### config.mk
export PLATFORM = sky130hd
export DESIGN_NAME = bwa_bus_adapter
export DESIGN_NICKNAME = d
export VERILOG_FILES = /design/src/rtl/bwa_pkg.sv /design/src/rtl/bwa_read_steer.sv /design/src/rtl/bwa_oe_gen.sv /design/src/rtl/bwa_write_cap.sv /design/src/rtl/bwa_bus_adapter.sv
export SDC_FILE = /design/constraint.sdc
export NUM_CORES = 1
export LEC_CHECK = 0
export CORE_ASPECT_RATIO = 0.75
export CORE_MARGIN = 3
export CORE_UTILIZATION = 35
export DETAILED_ROUTE_END_ITERATION = 16
export PLACE_DENSITY = 0.74
export SLEW_MARGIN = 25
export SYNTH_ARGS = -nofsm -noshare
export SYNTH_HDL_FRONTEND = slang
export SYNTH_HIERARCHICAL = 1
export SYNTH_SLANG_ARGS = --single-unit
export TNS_END_PERCENT = 50
### constraint.sdc
create_clock -name clk -period 1.9 [get_ports clk]
set_input_delay 0.38 -clock clk [delete_from_list [all_inputs] [get_ports clk]]
set_output_delay 0.38 -clock clk [all_outputs]
set_load 0.005 [all_outputs]
### src/rtl/bwa_pkg.sv
package bwa_pkg;
  typedef enum logic {MODE_NARROW = 1'b0, MODE_WIDE = 1'b1} bus_mode_e;
  localparam int unsigned LANES = 2;

  function automatic logic [LANES-1:0] lane_strobe(input bus_mode_e mode, input logic hi_lane);
    if (mode == MODE_WIDE) return '1;
    return hi_lane ? 2'b10 : 2'b01;
  endfunction
endpackage

### src/rtl/bwa_read_steer.sv
module bwa_read_steer #(
  parameter int unsigned LANE_W = 8,
  parameter logic [2*LANE_W-1:0] MFR_CODE = 16'h0089,
  parameter logic [2*LANE_W-1:0] DEV_CODE = 16'h2274,
  localparam int unsigned DATA_W = 2 * LANE_W
) (
  input  logic              wide,
  input  logic              id_sel,
  input  logic              code_pick,
  input  logic              top_pin,
  input  logic [DATA_W-1:0] rdata,
  output logic [DATA_W-1:0] steered
);
  logic [DATA_W-1:0] code, src;

  always_comb begin
    code = code_pick ? DEV_CODE : MFR_CODE;
    src  = id_sel ? code : rdata;
    if (wide) begin
      steered = src;
    end else begin
      steered = '0;
      // byte address on the top pin is ignored for identifier reads
      steered[LANE_W-1:0] = (!id_sel && top_pin) ? src[DATA_W-1:LANE_W] : src[LANE_W-1:0];
    end
  end
endmodule

### src/rtl/bwa_oe_gen.sv
module bwa_oe_gen #(
  parameter int unsigned LANE_W = 8,
  localparam int unsigned DATA_W = 2 * LANE_W
) (
  input  logic              clk,
  input  logic              rst_n,
  input  logic              drive,
  input  logic              wide,
  output logic [DATA_W-1:0] oe
);
  for (genvar i = 0; i < DATA_W; i++) begin : g_pin
    logic en;
    if (i < LANE_W) begin : g_low
      assign en = drive;
    end else begin : g_upper
      // upper pins float in narrow mode; the top one becomes an address input
      assign en = drive & wide;
    end
    always_ff @(posedge clk or negedge rst_n) begin
      if (!rst_n) oe[i] <= 1'b0;
      else        oe[i] <= en;
    end
  end
endmodule

### src/rtl/bwa_write_cap.sv
module bwa_write_cap
  import bwa_pkg::*;
#(
  parameter int unsigned LANE_W = 8,
  parameter int unsigned ADDR_W = 17,
  localparam int unsigned DATA_W = 2 * LANE_W
) (
  input  logic              clk,
  input  logic              rst_n,
  input  logic              ce_n,
  input  logic              we_n,
  input  logic              wide,
  input  logic [ADDR_W-1:0] addr,
  input  logic [DATA_W-1:0] dq,
  output logic              wr,
  output logic [ADDR_W-1:0] waddr,
  output logic [DATA_W-1:0] wdata,
  output logic [LANES-1:0]  wstrb
);
  logic              we_q, armed, lat_wide;
  logic [ADDR_W-1:0] lat_addr;
  logic [DATA_W-1:0] lat_dq;
  logic              rise;

  assign rise = we_n && !we_q && armed;

  always_ff @(posedge clk or negedge rst_n) begin
    if (!rst_n) begin
      we_q     <= 1'b1;
      armed    <= 1'b0;
      lat_wide <= 1'b0;
      lat_addr <= '0;
      lat_dq   <= '0;
      wr       <= 1'b0;
      waddr    <= '0;
      wdata    <= '0;
      wstrb    <= '0;
    end else begin
      we_q <= we_n;
      wr   <= 1'b0;
      if (!we_n) begin
        armed    <= !ce_n;
        lat_wide <= wide;
        lat_addr <= addr;
        lat_dq   <= dq;
      end
      if (rise) begin
        wr    <= 1'b1;
        waddr <= lat_addr;
        wdata <= lat_wide ? lat_dq : {LANES{lat_dq[LANE_W-1:0]}};
        wstrb <= lane_strobe(bus_mode_e'(lat_wide), lat_dq[DATA_W-1]);
      end
    end
  end
endmodule

### src/rtl/bwa_bus_adapter.sv
module bwa_bus_adapter
  import bwa_pkg::*;
#(
  parameter int unsigned LANE_W = 8,
  parameter int unsigned ADDR_W = 17,
  parameter logic [2*LANE_W-1:0] MFR_CODE = 16'h0089,
  parameter logic [2*LANE_W-1:0] DEV_CODE = 16'h2274,
  localparam int unsigned DATA_W = 2 * LANE_W
) (
  input  logic              clk,
  input  logic              rst_n,
  input  logic              wide_i,
  input  logic              id_mode,
  input  logic              ce_n,
  input  logic              oe_n,
  input  logic              we_n,
  input  logic [ADDR_W-1:0] addr_i,
  input  logic [DATA_W-1:0] dq_in,
  output logic [DATA_W-1:0] dq_out,
  output logic [DATA_W-1:0] dq_oe,
  output logic [ADDR_W-1:0] arr_addr,
  input  logic [DATA_W-1:0] arr_rdata,
  output logic              arr_wr,
  output logic [ADDR_W-1:0] arr_waddr,
  output logic [DATA_W-1:0] arr_wdata,
  output logic [LANES-1:0]  arr_wstrb
);
  logic              drive;
  logic [DATA_W-1:0] steered;

  assign drive    = !ce_n && !oe_n;
  assign arr_addr = addr_i;

  bwa_read_steer #(.LANE_W(LANE_W), .MFR_CODE(MFR_CODE), .DEV_CODE(DEV_CODE)) u_steer (
    .wide(wide_i), .id_sel(id_mode), .code_pick(addr_i[0]),
    .top_pin(dq_in[DATA_W-1]), .rdata(arr_rdata), .steered(steered)
  );

  bwa_oe_gen #(.LANE_W(LANE_W)) u_oe (
    .clk(clk), .rst_n(rst_n), .drive(drive), .wide(wide_i), .oe(dq_oe)
  );

  always_ff @(posedge clk or negedge rst_n) begin
    if (!rst_n)     dq_out <= '0;
    else if (drive) dq_out <= steered;
    else            dq_out <= '0;
  end

  bwa_write_cap #(.LANE_W(LANE_W), .ADDR_W(ADDR_W)) u_wr (
    .clk(clk), .rst_n(rst_n), .ce_n(ce_n), .we_n(we_n), .wide(wide_i),
    .addr(addr_i), .dq(dq_in), .wr(arr_wr), .waddr(arr_waddr),
    .wdata(arr_wdata), .wstrb(arr_wstrb)
  );
endmodule

# Word level (Yosys, flattened, before mapping)
# Cells that the tools add are included.
# Widths: inputs -> output; s select.
word_totals:
  register_bits: 90
  output_inout_bits: 85
  elab_cells: 33
op_classes:
  muxes: 12
  bitwise: 1
  n_reduce_logical: 8
op_table:
  columns: ["operator", "n"]
  rows:
  - ["$mux 16", 4]
  - ["$mux 14", 1]
  - ["$mux 8", 1]
  - ["$mux 2", 3]
  - ["$logic_and 1x1->1", 4]
  - ["$logic_not 1->1", 4]
  - ["$mux 1", 3]
  - ["$and 1x1->1", 1]

# Logic depth before layout (Yosys ltp)
logic_depth:
  word_depth: 5
  depth_mapped: 5
  ltp_nobuf: 4

# By module
# Netlist, hierarchy kept.
modules_own_cells:
  columns: ["module", "n_inst", "cells_each", "area_per_inst_um2", "seq_area_each_um2"]
  rows:
  - ["bwa_write_cap", 1, 165, 2889.0, 1803.0]
  - ["bwa_bus_adapter", 1, 54, 750.7, 400.4]
  - ["bwa_read_steer", 1, 39, 266.5, 0.0]
  - ["bwa_oe_gen", 1, 17, 161.4, 50.0]

# Worst setup path before layout
# No wires, ideal clock.
synth_path:
  path_kind: "in2reg"
  startpoint: "in we_n"
  endpoint: "reg u_wr.waddr[0]"
  setup_ns: 0.125
  t_arrival_ns: 1.191
  required_ns: 1.775
  path_slack_ns: 0.584
  cell_stages: 5
  n_path_buf: 3
  path_cell_list: "buf_4 > nand3b_2 > buf_6 > buf_6 > mux2_4"
synth_between:
  elab_chain_cells: 2
synth_lines:
  columns: ["item", "line_no", "rtl"]
  rows:
  - ["start, declared", "bwa_bus_adapter.sv:16", "input logic we_n,"]
  - ["$logic_and 1x1->1 (2 in series)", "bwa_write_cap.sv:25", "assign rise = we_n && !we_q && armed;"]
  - ["end signal, assigned", "bwa_write_cap.sv:49", "waddr <= lat_addr;"]
  - ["end, declared", "bwa_write_cap.sv:16", "output logic [ADDR_W-1:0] waddr,"]
# No other way between the ends.
# A chain may end at the register's enable or synchronous reset.

# Worst setup path after layout
layout_path:
  startpoint: "in addr_i[16]"
  endpoint: "out arr_addr[16]"
layout_rtl:
  columns: ["item", "line_no", "rtl"]
  rows:
  - ["start, declared", "bwa_bus_adapter.sv:17", "input logic [ADDR_W-1:0] addr_i,"]
  - ["end, declared", "bwa_bus_adapter.sv:21", "output logic [ADDR_W-1:0] arr_addr,"]
# No word-level cell between the ends.

==> impl_metrics.ini <==
[run_status]
run_status = finished, final reports clean

[run]
drv_cap = 0

[synth]
syn_nets = 331
syn_avg_cell_area_um2 = 14.79
synth_cell_types = 27
synth-seq-cells = 90
ys_top_cells_by_area = dfrtp_1 55%, mux2_2 13%, mux2_4 10%, buf_4 6.1%, nor3b_2 2.8%
netlist.area_leader.share_pct = 54.75
synth_area_leader_cell = dfrtp_1
syn_inst = 275
ys_seq_area_share_pct = 55.40
syn-cell-area_um2 = 4068
yosys_warnings = 6

[floorplan]
fp.coreArea_um2 = 11150
die_w_um = 130.5
die_height_um = 99.36
rows = 33
dieArea_um2 = 12960
initial_utilization_pct = 36.49
ios = 141

[setup_path]
crit_family = buffers and inverters
critPathLaunch = addr_i[16]
cp_max_fo = 2
worstPathRequired_ns = 1.52
cp-end-kind = output pin
cp_slowest_cell = clkdlybuf4s50_1
cp_common_cell = clkdlybuf4s50_1
cp_num_buf_inv = 2
startpoint_type = input port
crit_chain = clkdlybuf4s50_1 -> clkdlybuf4s50_1
critPathArrivalTime_ns = 1.40
path_class = in2out
cp_slowest_stage_delay_ns = 0.53
r2r-start = u_wr/lat_wide$_DFFE_PN0N_

[global_routing]
grt_overflow = 0
grt_usage_pct = 14.44
grt_max_degree = 44
grt_pass1_wl_um = 14340
antenna_found_initial = 0
grt_pass1_vias = 2698

[clocking]
cts_sinks = 90
cts_buffers = 9
cts_resized = 0
htreeDepth = 3
path_clk_slew_ns = 0.06
ctsRootBufferMaster = clkbuf_16
cts_tree = yes
clkLatencyLatePin_ns = 0.33
cts_buffer_depth = 2

[detailed_routing]
ant_nets = 0
via_per_inst = 4.698
drt_iter0_markers = 73
num_vias = 2532
wl_per_cell_um = 17.00
dr.pass1.iters = 4
drc = 0
routed_wl_um = 9163

[sta]
maxSlewViolCount = 0
slew_headroom_pct = 64.63
period_minus_slack_ns = 1.779
finalClockSkew_ns = 0.006323
finalCritPeriodShare_pct = 93.61
setup_tns_ns = 0
fmax_mhz = 562.2
finalSetupViolations = 0
worstMarginPinSlew_ns = 0.5305
hold_viol = 0
rsz0062_at_grt = no

[finish]
fin_nets = 450
multiInputGateArea_um2 = 1414
fill_cells = 958
layout-drive-gt1-share_pct = 30.33
antenna_cells = 0
regArea_um2 = 2253
area_growth_pct = 39.83

[power]
leakage_nw = 2.463
power-per-cell-area_nw_per_um2 = 949.1
p_total_w = 0.005399
peakVddDrop_v = 0.0004215

[hold_path]
hp-class = in2reg
min-delay-start = we_n

[placement]
dp_hpwl_um = 6674
numPortBuffers = 140
place_congestion = 0.8636
-- report_power, final --
part           internal [W]  leakage [nW]  total [W]  switching [W]
Sequential          0.00221          1.09    0.00240       0.000186
Combinational      0.000904          1.24    0.00127       0.000363
Clock               0.00102         0.136    0.00173       0.000718
Total               0.00413          2.46    0.00540        0.00127
-- sequential cells by signal (all words and copies together), names as in the netlist --
register       count
u_wr/lat_wide      1
u_wr/waddr        17
dq_out            16
u_wr/armed         1
u_wr/wr            1
u_oe/oe            2
u_wr/lat_addr     17
u_wr/we_q          1
u_wr/wdata        16
u_wr/wstrb         2
u_wr/lat_dq       16
-- path summary, 6_finish.rpt --
kind	endpoint	slack (ns)	cells past startpoint
min reg2reg	u_wr/waddr[16]$_DFFE_PN0P_	0.50	1
max	arr_addr[16]	0.12	2
min in group asynchronous	u_wr/wdata[2]$_DFFE_PN0P_	0.54	2
min	u_wr/we_q$_DFF_PN1_	0.43	2
max reg2reg	u_wr/wdata[8]$_DFFE_PN0P_	0.44	2
max in group asynchronous	dq_out[14]$_DFF_PN0_	0.78	3
-- placed cells by master, fill, tap and decap left out, types with 2 or more instances in the layout --
cell type and n:
and2_1 7, buf_12 3, buf_4 12, clkbuf_1 2
clkbuf_16 9, clkdlybuf4s50_1 138, clkinv_2 2, clkinvlp_4 2
dfrtp_1 89, inv_1 3, mux2_2 48, mux2_4 28
mux2i_1 2, nand2_1 2, nand2b_1 3, nor2_1 2
nor2b_1 2, nor3_1 12, nor3b_1 7, nor3b_2 9
o311a_1 3, or3_1 3
-- per-layer routing --
layer | routed length [µm] | GRT usage [%] | up-vias
met1 | 4166 | 19.29 | 1263
met5 | 0 | 0 | -
met2 | 4191 | 22.11 | 103
met4 | 89 | 4.032 | 0
met3 | 716 | 5.421 | 10
li1 | - | - | 1156
-- final cells by class --
cell class                 count  share of cell area (%)
sequential                    90                   39.62
inverter                       3                  0.1980
multi-input combinational    135                   24.86
tap                          140                   3.080
clock inverter                 5                  0.9679
timing repair buffer         155                   27.19
clock buffer                  11                   4.092
-- cells in the mapped netlist --
master / count
buf_6: 9
dfrtp_1: 89
inv_1: 3
nor2b_1: 2
nor2b_4: 1
buf_12: 1
a21oi_1: 1
nand2_2: 1
o311a_1: 3
nand2_1: 2
nor2_1: 2
and2_1: 7
mux2_4: 28
buf_2: 4
a21boi_2: 1
nor3b_2: 9
or3_1: 3
nor3b_1: 7
mux2_2: 48
nand2b_1: 3
nand3b_2: 1
dfstp_2: 1
a21boi_1: 1
nand2b_4: 1
nor3_1: 12
mux2i_1: 2
buf_4: 33
-- worst register-to-register path, cell delays in order, from the launching register on --
cell	delay, ns
dfrtp_1	0.67
mux2_2	0.41
mux2_4	0.27
-- per-stage QoR --
step                util, %  hold WS (ns)  instances  instance area [µm²]  setup WS (ns)
CTS                   51.02        0.4154        539                 5688         0.1021
global placement      48.35        0.3559        522                 5390         0.1086
global route          51.02        0.4248        539                 5688        0.08963
floorplan                 -       0.08441        275                 4068         0.5836
finish                51.02        0.4290        539                 5688         0.1214
detailed placement    48.35        0.3610        522                 5390        0.06771
-- cell families after synthesis --
logic type	after synthesis	synth area share [%]
simple gates	51	9.320
compound gates	6	1.323
buf+inv	50	9.843
mux	78	24.12
flops	90	55.40
-- repair_timing --
item,CTS,global route
endpoints found under the hold margin,14,0
hold buffers,1,0
setup buffers,0,0
Note: power is estimated with default switching activity, not from simulation.
